### src/rtl/flash_probe_pkg.sv
package flash_probe_pkg;

   typedef enum logic [2:0] {
      PS_IDLE,
      PS_QCMD,
      PS_READ,
      PS_WAIT,
      PS_EXIT,
      PS_DONE
   } probe_state_t;

   localparam int unsigned STR_LEN   = 7;
   localparam int unsigned NUM_READS = STR_LEN + 2;
   localparam int unsigned STEP_W    = $clog2(NUM_READS);

   localparam logic [7:0] CMD_ENTER_QUERY = 8'h98;
   localparam logic [7:0] CMD_READ_ARRAY  = 8'hFF;
   localparam logic [7:0] QUERY_WORD_BASE = 8'h10;

   // expected low byte of query string entry idx
   function automatic logic [7:0] query_byte(input logic [STEP_W-1:0] idx);
      logic [7:0] b;
      case (idx)
         4'd0:    b = 8'h51;
         4'd1:    b = 8'h52;
         4'd2:    b = 8'h59;
         4'd3:    b = 8'h01;
         4'd5:    b = 8'h31;
         default: b = 8'h00;
      endcase
      return b;
   endfunction

endpackage

### src/rtl/flash_probe_seq.sv
module flash_probe_seq
   import flash_probe_pkg::*;
#(
   parameter int unsigned ADDR_W   = 8,
   parameter logic [7:0]  MFR_CODE = 8'h89,
   parameter logic [7:0]  DEV_CODE = 8'h18
) (
   input  logic [STEP_W-1:0] step,
   output logic [ADDR_W-1:0] rd_addr,
   output logic [7:0]        expect_byte,
   output logic              last_step
);

   localparam int unsigned WIDX_W = 9;

   logic [WIDX_W-1:0] word_idx;

   always_comb begin
      word_idx    = {1'b0, QUERY_WORD_BASE} + WIDX_W'(step);
      rd_addr     = '0;
      expect_byte = '0;
      if (step < STEP_W'(STR_LEN)) begin
         rd_addr     = ADDR_W'({word_idx, 1'b0});
         expect_byte = query_byte(step);
      end else if (step == STEP_W'(STR_LEN)) begin
         rd_addr     = ADDR_W'(0);
         expect_byte = MFR_CODE;
      end else begin
         rd_addr     = ADDR_W'(2);
         expect_byte = DEV_CODE;
      end
      last_step = (step == STEP_W'(NUM_READS - 1));
   end

endmodule

### src/rtl/flash_probe_timer.sv
module flash_probe_timer #(
   parameter int unsigned LAT = 2
) (
   input  logic clk,
   input  logic rst_n,
   input  logic load,
   output logic expired
);

   generate
      if (LAT == 1) begin : g_direct
         assign expired = 1'b1;
      end else begin : g_count
         localparam int unsigned CNT_W = $clog2(LAT + 1);
         logic [CNT_W-1:0] cnt;
         always_ff @(posedge clk) begin
            if (!rst_n)
               cnt <= '0;
            else if (load)
               cnt <= CNT_W'(LAT - 1);
            else if (cnt != '0)
               cnt <= cnt - 1'b1;
         end
         assign expired = (cnt == '0);
      end
   endgenerate

endmodule

### src/rtl/flash_id_probe.sv
module flash_id_probe
   import flash_probe_pkg::*;
#(
   parameter int unsigned ADDR_W   = 8,
   parameter int unsigned DATA_W   = 16,
   parameter int unsigned RD_LAT   = 2,
   parameter logic [7:0]  MFR_CODE = 8'h89,
   parameter logic [7:0]  DEV_CODE = 8'h18
) (
   input  logic              clk,
   input  logic              rst_n,
   input  logic              start,
   output logic              done,
   output logic              id_match,
   output logic              id_mismatch,
   output logic [ADDR_W-1:0] fl_addr,
   output logic [DATA_W-1:0] fl_wdata,
   output logic              fl_wr,
   output logic              fl_rd,
   input  logic [DATA_W-1:0] fl_rdata
);

   if (ADDR_W < 6) begin : g_chk_addr
      $error("flash_id_probe: ADDR_W must reach byte address 0x2C");
   end
   if (DATA_W < 9) begin : g_chk_data
      $error("flash_id_probe: DATA_W must exceed one byte");
   end
   if (RD_LAT < 1) begin : g_chk_lat
      $error("flash_id_probe: RD_LAT must be at least 1");
   end

   probe_state_t      state;
   logic [STEP_W-1:0] step;
   logic [ADDR_W-1:0] seq_addr;
   logic [7:0]        exp_byte;
   logic              last_step;
   logic              lat_done;
   logic              word_ok;

   flash_probe_seq #(
      .ADDR_W  (ADDR_W),
      .MFR_CODE(MFR_CODE),
      .DEV_CODE(DEV_CODE)
   ) u_seq (
      .step       (step),
      .rd_addr    (seq_addr),
      .expect_byte(exp_byte),
      .last_step  (last_step)
   );

   flash_probe_timer #(
      .LAT(RD_LAT)
   ) u_timer (
      .clk    (clk),
      .rst_n  (rst_n),
      .load   (state == PS_READ),
      .expired(lat_done)
   );

   assign word_ok = (fl_rdata == {{(DATA_W-8){1'b0}}, exp_byte});

   always_ff @(posedge clk) begin
      if (!rst_n) begin
         state       <= PS_IDLE;
         step        <= '0;
         id_match    <= 1'b0;
         id_mismatch <= 1'b0;
      end else begin
         case (state)
            PS_IDLE: if (start) begin
               state       <= PS_QCMD;
               step        <= '0;
               id_match    <= 1'b0;
               id_mismatch <= 1'b0;
            end
            PS_QCMD: state <= PS_READ;
            PS_READ: state <= PS_WAIT;
            PS_WAIT: if (lat_done) begin
               if (!word_ok) begin
                  id_mismatch <= 1'b1;
                  state       <= PS_DONE;
               end else if (last_step) begin
                  state <= PS_EXIT;
               end else begin
                  step  <= step + 1'b1;
                  state <= PS_READ;
               end
            end
            PS_EXIT: begin
               id_match <= 1'b1;
               state    <= PS_DONE;
            end
            PS_DONE: state <= PS_IDLE;
            default: state <= PS_IDLE;
         endcase
      end
   end

   always_comb begin
      fl_wr    = (state == PS_QCMD) || (state == PS_EXIT);
      fl_rd    = (state == PS_READ);
      fl_addr  = fl_rd ? seq_addr : '0;
      fl_wdata = '0;
      if (state == PS_QCMD)
         fl_wdata = DATA_W'(CMD_ENTER_QUERY);
      else if (state == PS_EXIT)
         fl_wdata = DATA_W'(CMD_READ_ARRAY);
      done = (state == PS_DONE);
   end

endmodule

### config.mk
export PLATFORM = sky130hd
export DESIGN_NAME = flash_id_probe
export DESIGN_NICKNAME = d
export VERILOG_FILES = /design/src/rtl/flash_probe_pkg.sv /design/src/rtl/flash_probe_seq.sv /design/src/rtl/flash_probe_timer.sv /design/src/rtl/flash_id_probe.sv
export SDC_FILE = /design/constraint.sdc
export NUM_CORES = 1
export LEC_CHECK = 0
export ABC_AREA = 1
export BUFFER_PORTS_ARGS = -buffer_cell sky130_fd_sc_hd__buf_2
export CORE_ASPECT_RATIO = 0.6
export CORE_MARGIN = 2
export CORE_UTILIZATION = 49
export CTS_BUF_LIST = sky130_fd_sc_hd__clkbuf_8
export DETAILED_ROUTE_END_ITERATION = 16
export GPL_ROUTABILITY_DRIVEN = 0
export HOLD_SLACK_MARGIN = 0.05
export PLACE_DENSITY = 0.82
export SLEW_MARGIN = 20
export SYNTH_ARGS = -nofsm -noshare
export SYNTH_HDL_FRONTEND = slang
export SYNTH_SLANG_ARGS = --single-unit
### constraint.sdc
create_clock -name clk -period 1.9 [get_ports clk]
set_input_delay 0.285 -clock clk [delete_from_list [all_inputs] [get_ports clk]]
set_output_delay 0.285 -clock clk [all_outputs]
set_load 0.01 [all_outputs]
* After elaboration in Yosys (flattened, before gate mapping)
Cells that the tools add are included.
** Operators by class
- Bitwise operators :: 1
- Magnitude comparators :: 1
- Shift-type cells :: 0
- Div/mod/pow operators :: 0
- Equality and inequality tests :: 17
- Reductions and logical operators :: 13
- Multiplexer cells :: 25
- Add/subtract/negate cells :: 3
- Multiply operators :: 0
** Operators by type and width (number)
- 2-to-1 mux 8 bit :: 6
- case mux 7 bit (5 select lines) :: 1
- equality test 16 x 8 -> 1 bit :: 1
- 2-to-1 mux 4 bit :: 4
- case mux 3 bit (5 select lines) :: 1
- 2-to-1 mux 3 bit :: 4
- inequality test 2 bit, second input constant :: 5
- equality test 4 x 2 -> 1 bit, second input constant :: 2
- equality test 4 x 3 -> 1 bit, second input constant :: 2
- case mux 4 bit (2 select lines) :: 1
- nonzero test 2 bit :: 4
- adder 5 x 4 -> 6 bit, first input constant :: 1
- equality test 3 x 2 -> 1 bit, second input constant :: 2
- equality test 3 bit, second input constant :: 2
- 2-to-1 mux 1 bit :: 5
- AND reduction 5 bit :: 1
- adder 4 x 1 -> 4 bit, second input constant :: 1
- equality test 4 x 1 -> 1 bit, second input constant :: 1
- equality test 4 bit, second input constant :: 1
- zero test 4 bit :: 1
- < comparator 4 x 3 -> 1 bit, second input constant :: 1
- case mux 1 bit (2 select lines) :: 2
- AND reduction 2 bit :: 2
- AND reduction 4 bit :: 1
- other kinds (8) :: 8
** Storage, ports and cells
- Flip-flop bits (word level) :: 11
- ROM bits :: 0
- Bits in latches :: 0
- Memories kept :: 0
- RAM bits :: 0

* Depth between registers and ports, before layout
Gate-level depths: netlist of the first run.
- Word-level depth :: 7
- Depth in mapped cells :: 16
- Depth with buffers taken out :: 16

* Modules after synthesis
Synthesis of the first run repeated with hierarchy kept, for this count alone.
** Second synthesis, totals
- Cells, all modules :: 201
- Area, all modules :: 1162.4 um^2
** By module, submodules not included
- flash_id_probe :: area each 873.3 um^2, instances 1, cells an instance 150, seq. area each 180.2 um^2
- flash_probe_seq :: area each 165.2 um^2, instances 1, cells an instance 34, seq. area each 0.0 um^2
- flash_probe_timer :: area each 123.9 um^2, instances 1, cells an instance 17, seq. area each 40.0 um^2

* Worst setup path before layout of the first run
No wires, ideal clock.
- Path kind :: register to register
- Start point :: reg step[0]
- End point :: reg step[3]
- Path buffers :: 0
- Data required time :: 1.787 ns
- Stages on the path, launching flop included :: 13
- Slack :: 0.218 ns
- Arrival time :: 1.569 ns
- Setup time :: 0.113 ns
- Clock period less this slack :: 1.682 ns
- Cell sequence :: dfxtp_1 > inv_1 > ha_1 > o21ai_2 > a21oi_1 > nor2_1 > nand2_1 > nor2_2 > nand3_2 > nand2_4 > nand2_4 > nor2_1 > nor2_1
** Between the ends
- Cells in the longest elaborated chain, start to end :: 6
- Elaborated cells between the ends (all ways) :: 20
- Classes of those cells :: add/sub: 1; order compare: 1; eq/ne: 9; mux: 7; reduce/logical: 2
** Ends and longest elaborated chain
- start: declaration :: line flash_id_probe.sv:34 : logic [STEP_W-1:0] step;
- start signal: assignment :: line flash_id_probe.sv:86 : step <= step + 1'b1;
- equality test 4 x 3 -> 1 bit, or another cell as far along :: line flash_probe_pkg.sv:23 : case (idx)
- case mux 7 bit (5 select lines) / 2-to-1 mux 8 bit (equally long branches) :: line flash_probe_pkg.sv:23, flash_probe_seq.sv:25
- 2-to-1 mux 8 bit :: line flash_probe_seq.sv:22 : if (step < STEP_W'(STR_LEN)) begin
- equality test 16 x 8 -> 1 bit :: line flash_id_probe.sv:61 : assign word_ok = (fl_rdata == {{(DATA_W-8){1'b0}}, exp_byte});
- inequality test 2 bit (no line)
- AND reduction 5 bit (no line)
Several ways; a longest one is shown, not always the timed one. The select of a mux whose other input is x is not followed.
A chain may end at the register's enable or synchronous reset.

* Final worst setup path of the first run
- Start point :: reg step[0]
- End point :: reg step[2]
The elaborated chain is that of the path after synthesis.

==> results of run 1 <==
## final timing paths
path	end	slack, ns	cells after the start
max	step[2]	0.02	14
min	step[1]	0.35	3
min reg2reg	id_match	0.48	2
max reg2reg	step[2]	0.02	14
## worst max-delay path: stages, from the launching register on
cell,delay (ns)
sky130_fd_sc_hd__dfxtp_4,0.42
sky130_fd_sc_hd__inv_6,0.06
sky130_fd_sc_hd__ha_4,0.16
sky130_fd_sc_hd__o21ai_4,0.19
sky130_fd_sc_hd__buf_4,0.14
sky130_fd_sc_hd__nand4_1,0.06
sky130_fd_sc_hd__nand2_1,0.07
sky130_fd_sc_hd__inv_1,0.05
sky130_fd_sc_hd__nor2_2,0.14
sky130_fd_sc_hd__nand3_2,0.11
sky130_fd_sc_hd__nand2_4,0.12
sky130_fd_sc_hd__nand2_4,0.08
sky130_fd_sc_hd__nand2_2,0.06
sky130_fd_sc_hd__nand2_1,0.05
sky130_fd_sc_hd__nor2_1,0.11
## registers in the layout (all words and copies together) (netlist names)
name and flops:
state 3, u_timer.g_count.cnt 2, id_mismatch 1, id_match 1
step 4
## report_power, final
part           switching (mW)  leakage, nW  internal (mW)  total, mW
sequential             0.0889       0.0926          0.307      0.396
combinational           0.571        0.604          0.400      0.971
clock                  0.0948       0.0269          0.142      0.237
## Yosys cell counts, drive strengths merged (2+ instances only)
cell type / number / area, um2
nor2: 36 / 155
nor3: 5 / 25.0
nand2: 41 / 171
a21oi: 10 / 50.1
nand3b: 2 / 15.0
buf: 19 / 143
ha: 5 / 62.6
inv: 24 / 90.1
nand3: 10 / 55.1
o21a: 2 / 15.0
dfxtp: 11 / 220
o21ai: 8 / 47.6
## placed cells by master (no fill, tap or decap), types with 2 or more instances in the layout
cell type                  instances
sky130_fd_sc_hd__a21oi_1           9
sky130_fd_sc_hd__o21a_1            2
sky130_fd_sc_hd__dfxtp_4           3
sky130_fd_sc_hd__conb_1           12
sky130_fd_sc_hd__nor3_1            5
sky130_fd_sc_hd__inv_1            22
sky130_fd_sc_hd__dfxtp_1           8
sky130_fd_sc_hd__clkbuf_8          3
sky130_fd_sc_hd__nand2_4           2
sky130_fd_sc_hd__nor2_1           28
sky130_fd_sc_hd__nand3b_1          2
sky130_fd_sc_hd__nand3_1           9
sky130_fd_sc_hd__nor2_4            2
sky130_fd_sc_hd__buf_2            35
sky130_fd_sc_hd__o21ai_0           6
sky130_fd_sc_hd__buf_4             8
sky130_fd_sc_hd__nand2_1          36
sky130_fd_sc_hd__nand2_2           3
sky130_fd_sc_hd__ha_4              4
sky130_fd_sc_hd__nor2_2            6
## cell type report
cell class / count / area [um2]
clock buffers: 3 / 41.3
clock inverters: 1 / 3.75
fillers: 188 / 747
inverters: 25 / 101
multi-input cells: 133 / 733
flip-flops and latches: 11 / 231
well taps: 30 / 37.5
repair buffers: 43 / 235
## per-layer routing
layer	vias to the layer above	GRT usage	share of wire
met1	537	0.286	0.44
met3	10	0.0590	0.085
met2	61	0.325	0.46
li1	605	-	-
met4	0	0.0213	0.022
met5	-	0	0
## logic make-up after synthesis
group / after synthesis / synth area share
AND/OR/NAND/NOR: 95 / 0.394
buffers and inverters: 45 / 0.230
AO/OA/AOI/OAI: 20 / 0.104
flip-flops: 11 / 0.203
adder cells (fa/ha/maj): 5 / 0.0576
XOR/XNOR: 1 / 0.00807
other: 1 / 0.00345
## through the flow
stage,cell area [um2],util
4_1_cts,1260,0.592
6_report,1380,0.649
2_1_floorplan,1130,-
3_3_place_gp,1210,0.570
5_1_grt,1380,0.649
3_5_place_dp,1210,0.570
## repair_timing
| action | in CTS | in global routing |
|---|---|---|
| buffers inserted | 0 | 4 |
| resized for setup | 2 | 25 |
| endpoints found under the setup margin | 4 | 12 |
| pin swaps | 2 | 11 |
==> results by group, run 1 <==
Die
  • I/O Pins: 48
  • Die extent in y: 40.5 um
  • Area of the die: 2620 um2
  • Cell Rows: 13
  • Die extent in x: 64.8 um
  • Initial core utilization: 0.510
  • Area of the core: 2130 um2

STA
  • PnR worst setup slack: 0.0167 ns
  • Fin Clk Skew: 0.00339 ns
  • RSZ-0062 raised after global routing: yes
  • Final critical-path share of the clock period: 0.991
  • Final Hold Violating Endpoints: 0
  • Fmax achieved: 531 MHz
  • Final worst hold slack: 0.347 ns
  • Setup violation total in the final timing report: 0
  • Number of pins exceeding their max-slew limit in the final report: 0
  • Post-Route Setup TNS: 0 ns
  • Tmin final: 1.88 ns

Route
  • Antenna violation net count after detailed routing: 0
  • Residual DRC: 0
  • Detailed-router iteration count before antenna repair: 4
  • Drt via density: 4.93
  • Routed WL: 2.94 mm
  • Total via count in the routed design: 1213
  • Average detailed-routed wire length per instance: 11.9 um
  • Initial DRC Count: 87

Clocking
  • Worst-skew pair later-pin latency: 0.24 ns
  • Clock sink count: 11
  • TritonCTS clock tree: built
  • Number of H-tree levels: 1
  • Buffer cell driving the clock tree root: sky130_fd_sc_hd__clkbuf_8
  • Total CTS buffers: 3
  • Cts hold-fix bufs: 0
  • Clock Tree Buf Depth: 2
  • Clock slew at the register clock pins of the worst setup and hold paths: 0.05 ns

Placement
  • Count of input and output buffers: 35
  • Dpl ws: -0.0654 ns
  • Dpl hpwl: 1.99 mm
  • Cell total after placement: 238

Synthesis
  • Number of synthesized register bits: 11
  • Mapped Area: 1090 um2
  • Most used flip-flop cell after synthesis: sky130_fd_sc_hd__dfxtp_1
  • Post-synthesis async set-or-reset flop share: 0
  • Number of distinct library cell variants in the gate-level netlist after synthesis: 24
  • Number of warnings reported in the yosys synthesis log: 0
  • Number of synthesized flops with an enable pin: 0
  • Sequential area share after synthesis: 0.203
  • Instance count of the mapped netlist: 178
  • Syn_area_per_cell: 6.10 um2

Pwr
  • PwrDens: 1160 nW/um2
  • Power Total: 1.60 mW
  • Worst ir drop on vdd: 0.585 mV
  • Leakage: 0.724 nW

Final layout
  • Proportion of layout cells with a drive suffix above 1: 0.338
  • Synth-to-Final Area Change: 27.4%
  • Diodes inserted: 0
  • Layout Nets: 241
  • Non-filler cells in the finished layout: 246

Hold path
  • Hold Path Class: input pin to register
  • Startpoint of the most critical hold path: rst_n

Worst setup path
  • FF-to-FF Start: step[0]
  • Arrival time at the worst endpoint: 2.05 ns
  • Kind of start point of the critical path: register
  • Critical setup path kind: register to register
  • CP Capture Type: register
  • Critical path data required time: 2.07 ns
  • Worst-path fanout max: 6
  • CP startpoint: step[0]

Outcome
  • Result of the run: complete, no violations

GRT
  • First-pass GRT wire length: 3.99 mm
  • Total global-route track usage: 0.204
  • Remaining Overflow, GRT: 0
  • Initial antenna violation count: 0
  • Via count of the first global-routing pass: 929
  • Maximum number of pins on one net before global-route repair: 9

Flow run
  • Maximum Capacitance Violations: 0
Power figures use the tool's default switching activity.
==> run 2: changes to the inputs <==
--- a/config.mk
+++ b/config.mk
@@ -14,7 +14,8 @@
 export DETAILED_ROUTE_END_ITERATION = 16
 export GPL_ROUTABILITY_DRIVEN = 0
 export HOLD_SLACK_MARGIN = 0.05
-export PLACE_DENSITY = 0.82
+export PLACE_DENSITY = 0.92
+export SETUP_SLACK_MARGIN = 0.1
 export SLEW_MARGIN = 20
 export SYNTH_ARGS = -nofsm -noshare
 export SYNTH_HDL_FRONTEND = slang
==> run 2 against run 1 <==
  * The flow now finishes with violations (negative setup slack)
  * Sequential cell count did not move
  * First-iteration DRC count rose by 53%
  * Power rose by 1.4%
  * Global-route usage rose by 0.43 points
  * Cell count did not move
  * Setup slack got worse by 0.097 ns
  * Critical path depth fell by 1
  * Sequential power barely moved
  * Via count rose by 0.74%
  * Critical path type unchanged
  * Critical endpoint is now state[1]
  * Highest routed layer unchanged
==> results by group, run 2 (synthesis gave the netlist of run 1 again) <==
Clocking
  • TritonCTS clock tree: built
  • Cts hold-fix bufs: 0 (unchanged)
  • Worst-skew pair later-pin latency: 0.24 ns (about the same)
  • Clock slew at the register clock pins of the worst setup and hold paths: 0.05 ns (about the same)
  • Clock Tree Buf Depth: 2 (unchanged)
  • Number of H-tree levels: 1 (unchanged)
  • Total CTS buffers: 3 (unchanged)
  • Buffer cell driving the clock tree root: sky130_fd_sc_hd__clkbuf_8
  • Clock sink count: 11 (unchanged)

Route
  • Average detailed-routed wire length per instance: 13.2 um (+10%)
  • Antenna violation net count after detailed routing: 0 (unchanged)
  • Initial DRC Count: 133 (+53%)
  • Drt via density: 4.97 (+0.74%)
  • Total via count in the routed design: 1222 (+0.74%)
  • Residual DRC: 0 (unchanged)
  • Routed WL: 3.24 mm (+10%)
  • Detailed-router iteration count before antenna repair: 4 (unchanged)

Final layout
  • Diodes inserted: 0 (unchanged)
  • Fillcell total: 160 (-15%)
  • Leading registers by flop count: step x4, state x3, u_timer.g_count.cnt x2
  • Non-filler cells in the finished layout: 246 (unchanged)
  • Layout Nets: 241 (unchanged)
  • Commonest non-fill, non-tap cells in the layout: sky130_fd_sc_hd__nand2_1 (35), sky130_fd_sc_hd__buf_2 (35), sky130_fd_sc_hd__nor2_1 (29), sky130_fd_sc_hd__inv_1 (22), sky130_fd_sc_hd__conb_1 (12)
  • Synth-to-Final Area Change: 28.2%
  • Reg with most FFs: step
  • Number of flip-flops in the largest register: 4 (unchanged)
  • Proportion of layout cells with a drive suffix above 1: 0.347 (+0.00926)

GRT
  • Remaining Overflow, GRT: 0 (unchanged)
  • Top Usage Layer GRT: met2
  • Global routing met1 resource utilization: 0.262 (-0.0236)
  • Met2 usage in global routing: 0.366 (+0.0412)
  • Initial antenna violation count: 0 (unchanged)
  • Maximum number of pins on one net before global-route repair: 9 (unchanged)
  • Fraction of met3 tracks used by global routing: 0.0674 (+0.00843)
  • Total global-route track usage: 0.209 (+0.00428)
  • First-pass GRT wire length: 3.99 mm (unchanged)
  • Via count of the first global-routing pass: 939 (+1.1%)

Pwr
  • Part of the total power dissipated in combinational logic: 0.610 (+0.005)
  • Switching part of the total power: 0.481 (+0.0108)
  • Proportion of power drawn by the clock network: 0.145 (-0.003)
  • P_sw: 0.783 mW (+3.8%)
  • Leakage: 0.733 nW (+1.2%)
  • Reg power frac: 0.244 (-0.003)
  • Internal power: 0.844 mW (-0.63%)
  • Worst ir drop on vdd: 0.466 mV (-20%)
  • PwrDens: 1170 nW/um2 (+0.79%)

Hold path
  • Worst hold path cell count: 3 (unchanged)
  • Hold endpoint: step[1]
  • Startpoint of the most critical hold path: rst_n
  • Hold Path Class: input pin to register

Worst setup path
  • Ordered list of cells on the worst path: inv_6 -> ha_4 -> o21ai_4 -> nand2_1 -> nand2_1 -> nand2_1 -> nand3_1 -> nor2_2 -> nand3_2 -> nand2_4 -> buf_4 -> a21oi_1 -> nor2_1
  • Arrival time at the worst endpoint: 2.10 ns (+0.05 ns)
  • FF-to-FF Start: step[0]
  • End of the worst register-to-register path: state[1]
  • CP Capture Type: register
  • Critical path's largest stage delay: 0.41 ns (about the same)
  • Worst reg-to-reg setup slack: -0.08 ns (-0.10 ns)
  • Number of cell instances on the worst register-to-register path: 13 (-1)
  • Kind of start point of the critical path: register
  • Cell repeated most along the worst path: sky130_fd_sc_hd__nand2_1
  • Worst-path fanout max: 5 (-1)
  • Cell at the slowest stage of the critical path: sky130_fd_sc_hd__dfxtp_4
  • Critical path data required time: 2.02 ns (-0.05 ns)
  • Critical setup path kind: register to register

STA
  • Final critical-path share of the clock period: 1.04 (+0.0509)
  • Final Hold Violating Endpoints: 0 (unchanged)
  • Final worst hold slack: 0.357 ns (+0.00950 ns)
  • Number of pins exceeding their max-slew limit in the final report: 0 (unchanged)
  • Tmin final: 1.98 ns (+0.0967 ns)
  • Fmax achieved: 505 MHz (-4.9%)
  • PnR worst setup slack: -0.0800 ns (-0.0967 ns)
  • RSZ-0062 raised after global routing: yes
  • Fin Clk Skew: 0.00638 ns (+0.00299 ns)
  • Setup violation total in the final timing report: 1 (+1)

Die
  • Initial core utilization: 0.510 (unchanged)
  • Area of the core: 2130 um2 (unchanged)
  • Die extent in x: 64.8 um (unchanged)
  • Area of the die: 2620 um2 (unchanged)
  • I/O Pins: 48 (unchanged)
  • Die extent in y: 40.5 um (unchanged)
  • Cell Rows: 13 (unchanged)

Flow run
  • Maximum Capacitance Violations: 0 (unchanged)

Placement
  • Cell total after placement: 238 (unchanged)
  • Dpl hpwl: 1.95 mm (-2.1%)
  • Count of input and output buffers: 35 (unchanged)

Outcome
  • Result of the run: finished with violations
  • Violated checks: negative setup slack
run 2: power groups by stage:
| stage | registers [mW] | logic, mW | clock network (mW) |
|---|---|---|---|
| floorplan | 0.348 | 0.648 | 0 |
| global placement | 0.359 | 0.762 | 0 |
| detailed placement | 0.361 | 0.778 | 0 |
| CTS | 0.365 | 0.808 | 0.237 |
| global route | 0.403 | 1.09 | 0.255 |
| finish | 0.397 | 0.993 | 0.237 |
run 2: per-layer routing:
layer / part of all wire / wire length [um] / up-vias
met1: 0.43 / 1390 / 549
met2: 0.49 / 1590 / 66
met4: 0.0065 / 21 / 0
li1: - / - / 603
met3: 0.072 / 233 / 4
met5: 0 / 0 / -
run 2: worst max-delay path: cells and delay by family, from the launching register on:
family                     cells  cell delay, ns
and+or+nand+nor                8            0.69
DFF                            1            0.41
AOI/OAI and AO/OA              2            0.40
buffers and inverters          2            0.19
adders and majority gates      1            0.17
run 2: worst max path at each step:
| stage | start | end | slack [ns] | cells past startpoint |
|---|---|---|---|---|
| after floorplan | step[0] | step[3] | 0.22 | 12 |
| after global placement | step[0] | step[1] | 0.001 | 13 |
| after detailed placement | step[0] | step[3] | -0.03 | 12 |
| after CTS | step[1] | step[3] | 0.09 | 15 |
| after global routing | step[1] | step[2] | -0.14 | 16 |
| final | step[0] | state[1] | -0.08 | 13 |
run 2: metrics by stage:
step                      utilization  setup TNS, ns  cell area [um2]  total power, mW  worst slack, ns
final                           0.654        -0.0800             1390             1.63          -0.0800
after global routing            0.654         -0.569             1390             1.75           -0.143
after global placement          0.570              0             1210             1.12          0.00117
after CTS                       0.600              0             1280             1.41           0.0871
after detailed placement        0.570        -0.0519             1210             1.14          -0.0315
after floorplan                     -              0             1130            0.996            0.218
run 2: final cells by class:
class | instances | area (um2) | share of cell area
Clock buffer | 3 | 41.3 | 0.0296
Clock inverter | 1 | 3.75 | 0.00270
Inverter | 25 | 104 | 0.0746
Multi-Input combinational cell | 133 | 742 | 0.533
Sequential cell | 11 | 229 | 0.164
Tap cell | 30 | 37.5 | 0.0270
Timing Repair Buffer | 43 | 235 | 0.169
run 2: repair_timing:
| item | 4_1_cts | 5_1_grt |
|---|---|---|
| endpoints found under the setup margin | 10 | 13 |
| pin swaps | 1 | 11 |
| resized for setup | 7 | 24 |
| buffers inserted | 1 | 3 |
==> run 3: changes to the inputs <==
--- a/config.mk
+++ b/config.mk
@@ -7,14 +7,14 @@
 export LEC_CHECK = 0
 export ABC_AREA = 1
 export BUFFER_PORTS_ARGS = -buffer_cell sky130_fd_sc_hd__buf_2
-export CORE_ASPECT_RATIO = 0.6
+export CORE_ASPECT_RATIO = 0.8
 export CORE_MARGIN = 2
-export CORE_UTILIZATION = 49
+export CORE_UTILIZATION = 44
 export CTS_BUF_LIST = sky130_fd_sc_hd__clkbuf_8
 export DETAILED_ROUTE_END_ITERATION = 16
 export GPL_ROUTABILITY_DRIVEN = 0
 export HOLD_SLACK_MARGIN = 0.05
-export PLACE_DENSITY = 0.92
+export PLACE_DENSITY = 0.88
 export SETUP_SLACK_MARGIN = 0.1
 export SLEW_MARGIN = 20
 export SYNTH_ARGS = -nofsm -noshare
==> constraint.sdc (replaced) <==
create_clock -name clk -period 1.62 [get_ports clk]
set_input_delay 0.243 -clock clk [delete_from_list [all_inputs] [get_ports clk]]
set_output_delay 0.243 -clock clk [all_outputs]
set_load 0.01 [all_outputs]
==> run 3 against run 2 <==
  * The flow still finishes with violations (negative setup slack)
  * Count of clock-buffer cells in the layout stayed put
  * Final area grew 8.6%
  * Largest cell class unchanged
  * Hold slack worse by 0.074 ns
  * Non-clock buffer count grew 12
  * Cell count up 3.7%
  * Wire length fell by 15%
  * Combinational power grew 23%
  * Setup slack worse by 0.14 ns
  * Clock skew down 0.0036 ns
==> results by group, run 3 (synthesis gave the netlist of run 1 again) <==
Outcome
  • Result of the run: finished with violations
  • Violated checks: negative setup slack

GRT
  • Total global-route track usage: 0.190 (-0.0188)
  • Initial antenna violation count: 0 (unchanged)
  • Maximum number of pins on one net before global-route repair: 9 (unchanged)
  • First-pass GRT wire length: 4.34 mm (+8.8%)
  • Remaining Overflow, GRT: 0 (unchanged)
  • Via count of the first global-routing pass: 1059 (+13%)

STA
  • Final critical-path share of the clock period: 1.14 (+0.0959)
  • Number of pins exceeding their max-slew limit in the final report: 0 (unchanged)
  • Fmax achieved: 542 MHz (+7.4%)
  • Fin Clk Skew: 0.00282 ns (-0.00356 ns)
  • RSZ-0062 raised after global routing: yes
  • Final worst hold slack: 0.283 ns (-0.0738 ns)
  • PnR worst setup slack: -0.224 ns (-0.144 ns)
  • Final Hold Violating Endpoints: 0 (unchanged)
  • Tmin final: 1.84 ns (-0.136 ns)
  • Setup violation total in the final timing report: 12 (+11)

Clocking
  • Worst-skew pair later-pin latency: 0.24 ns (about the same)
  • Clock Tree Buf Depth: 2 (unchanged)
  • Total CTS buffers: 3 (unchanged)
  • TritonCTS clock tree: built
  • Number of H-tree levels: 1 (unchanged)
  • Buffer cell driving the clock tree root: sky130_fd_sc_hd__clkbuf_8
  • Clock slew at the register clock pins of the worst setup and hold paths: 0.05 ns (about the same)
  • Clock sink count: 11 (unchanged)

Worst setup path
  • CP Capture Type: register
  • Arrival time at the worst endpoint: 1.97 ns (-0.13 ns)
  • Critical path's largest stage delay: 0.39 ns (-0.02 ns)
  • Worst reg-to-reg setup slack: -0.22 ns (-0.14 ns)
  • Total buffers and inverters traversed by the critical path: 3 (+1)
  • Kind of start point of the critical path: register
  • Ordered list of cells on the worst path: inv_4 -> ha_4 -> o21ai_4 -> a21oi_2 -> nor2_1 -> nand2_1 -> nor2_4 -> nand3_4 -> buf_4 -> buf_6 -> nand3_2 -> a21oi_1
  • Critical path data required time: 1.74 ns (-0.28 ns)
  • Category of cells accounting for the largest share of critical-path delay: simple AND/OR/NAND/NOR gates
  • Critical setup path kind: register to register
  • Worst-path fanout max: 5 (unchanged)
  • End of the worst register-to-register path: state[2]
  • FF-to-FF Start: step[0]
  • Cell at the slowest stage of the critical path: sky130_fd_sc_hd__dfxtp_4
  • Number of cell instances on the worst register-to-register path: 12 (-1)

Final layout
  • Diodes inserted: 0 (unchanged)
  • Fillcell total: 213 (+33%)
  • Final Cell Area: 1510 um2 (+8.6%)
  • Area used by sequential logic in the layout: 231 um2 (+1.1%)
  • Commonest non-fill, non-tap cells in the layout: sky130_fd_sc_hd__buf_2 (35), sky130_fd_sc_hd__nand2_1 (34), sky130_fd_sc_hd__nor2_1 (26), sky130_fd_sc_hd__inv_1 (20), sky130_fd_sc_hd__buf_4 (19)
  • Synth-to-Final Area Change: 39.3%
  • Multi-input gate area in the final layout: 774 um2 (+4.4%)
  • Proportion of layout cells with a drive suffix above 1: 0.425 (+0.0782)
  • Number of flip-flops in the largest register: 4 (unchanged)
  • Layout Utilization: 0.630 (-0.0239)
  • Layout Nets: 253 (+5.0%)
  • Leading registers by flop count: step x4, state x3, u_timer.g_count.cnt x2
  • Reg with most FFs: step
  • Leading cell type in the layout, fill and taps excluded: sky130_fd_sc_hd__buf_2

Pwr
  • Leakage: 0.792 nW (+8.1%)
  • Power Total: 1.95 mW (+20%)
  • PwrDens: 1290 nW/um2 (+10%)
  • Worst ir drop on vdd: 0.632 mV (+35%)

Placement
  • Dpl hpwl: 2.04 mm (+5.0%)
  • Placed cell areas: 1350 um2 (+11%)
  • Count of input and output buffers: 35 (unchanged)

Die
  • Initial core utilization: 0.452 (-0.0576)
  • I/O Pins: 48 (unchanged)
  • Die extent in y: 48.4 um (+20%)
  • Area of the core: 2400 um2 (+13%)
  • Die extent in x: 59.5 um (-8.1%)
  • Cell Rows: 16 (+3)
  • Area of the die: 2880 um2 (+10%)

Route
  • Total via count in the routed design: 1209 (-1.1%)
  • Drt via density: 4.74 (-4.6%)
  • Average detailed-routed wire length per instance: 10.8 um (-18%)
  • Residual DRC: 0 (unchanged)
  • Antenna violation net count after detailed routing: 0 (unchanged)
  • Routed WL: 2.75 mm (-15%)
  • Initial DRC Count: 35 (-74%)
  • Detailed-router iteration count before antenna repair: 4 (unchanged)

Hold path
  • Worst hold path cell count: 3 (unchanged)
  • Hold endpoint: step[1]
  • Hold Path Class: input pin to register
  • Startpoint of the most critical hold path: rst_n

Flow run
  • Maximum Capacitance Violations: 0 (unchanged)
==> run 3: final cells by class <==
class | instances | area share
Clock buffer | 3 | 0.0273
Clock inverter | 1 | 0.00248
Inverter | 25 | 0.0653
Multi-Input combinational cell | 133 | 0.512
Sequential cell | 11 | 0.153
Tap cell | 27 | 0.0223
Timing Repair Buffer | 55 | 0.218
==> run 3: how the worst max path moves through the flow <==
stage,start,end,slack [ns],cells past startpoint
final,step[0],state[2],-0.22,12
after global routing,step[0],step[2],-0.30,13
after CTS,step[0],step[2],-0.16,12
after detailed placement,step[0],step[3],-0.21,12
after global placement,step[0],step[2],-0.11,12
after floorplan,step[0],step[2],0.02,12
==> run 3: power breakdown <==
part           switching (mW)  internal (mW)  total [mW]
Sequential              0.100          0.360       0.460
Clock                  0.0992          0.166       0.265
Combinational           0.693          0.530        1.22
Total                   0.892           1.06        1.95
==> run 3: repair_timing <==
| item | 4_1_cts | 5_1_grt |
|---|---|---|
| setup buffers | 3 | 4 |
| hold buffers | 0 | 0 |
| gates resized for setup | 11 | 13 |
| pin swaps | 6 | 7 |
| setup endpoints to repair | 16 | 16 |
==> run 3: stage by stage <==
step / TNS [ns] / std cells / worst slack (ns)
final: -1.68 / 255 / -0.224
after global routing: -2.61 / 255 / -0.304
after CTS: -1.20 / 251 / -0.156
after detailed placement: -0.942 / 244 / -0.211
after global placement: -0.336 / 244 / -0.110
after floorplan: 0 / 189 / 0.0237
==> run 3: metal layers <==
layer  part of all wire  vias up  wire length (um)  global-route usage
met3              0.046       11               127              0.0214
met2               0.48       42              1320               0.300
met5                  0        -                 0                   0
li1                   -      623                 -                   -
met4              0.027        0                73              0.0889
met1               0.45      533              1220               0.255
==> run 3: tightest hold or removal path, cell delays in order <==
cell,delay (ns)
sky130_fd_sc_hd__buf_2,0.14
sky130_fd_sc_hd__nand2_1,0.07
sky130_fd_sc_hd__nor2_1,0.03
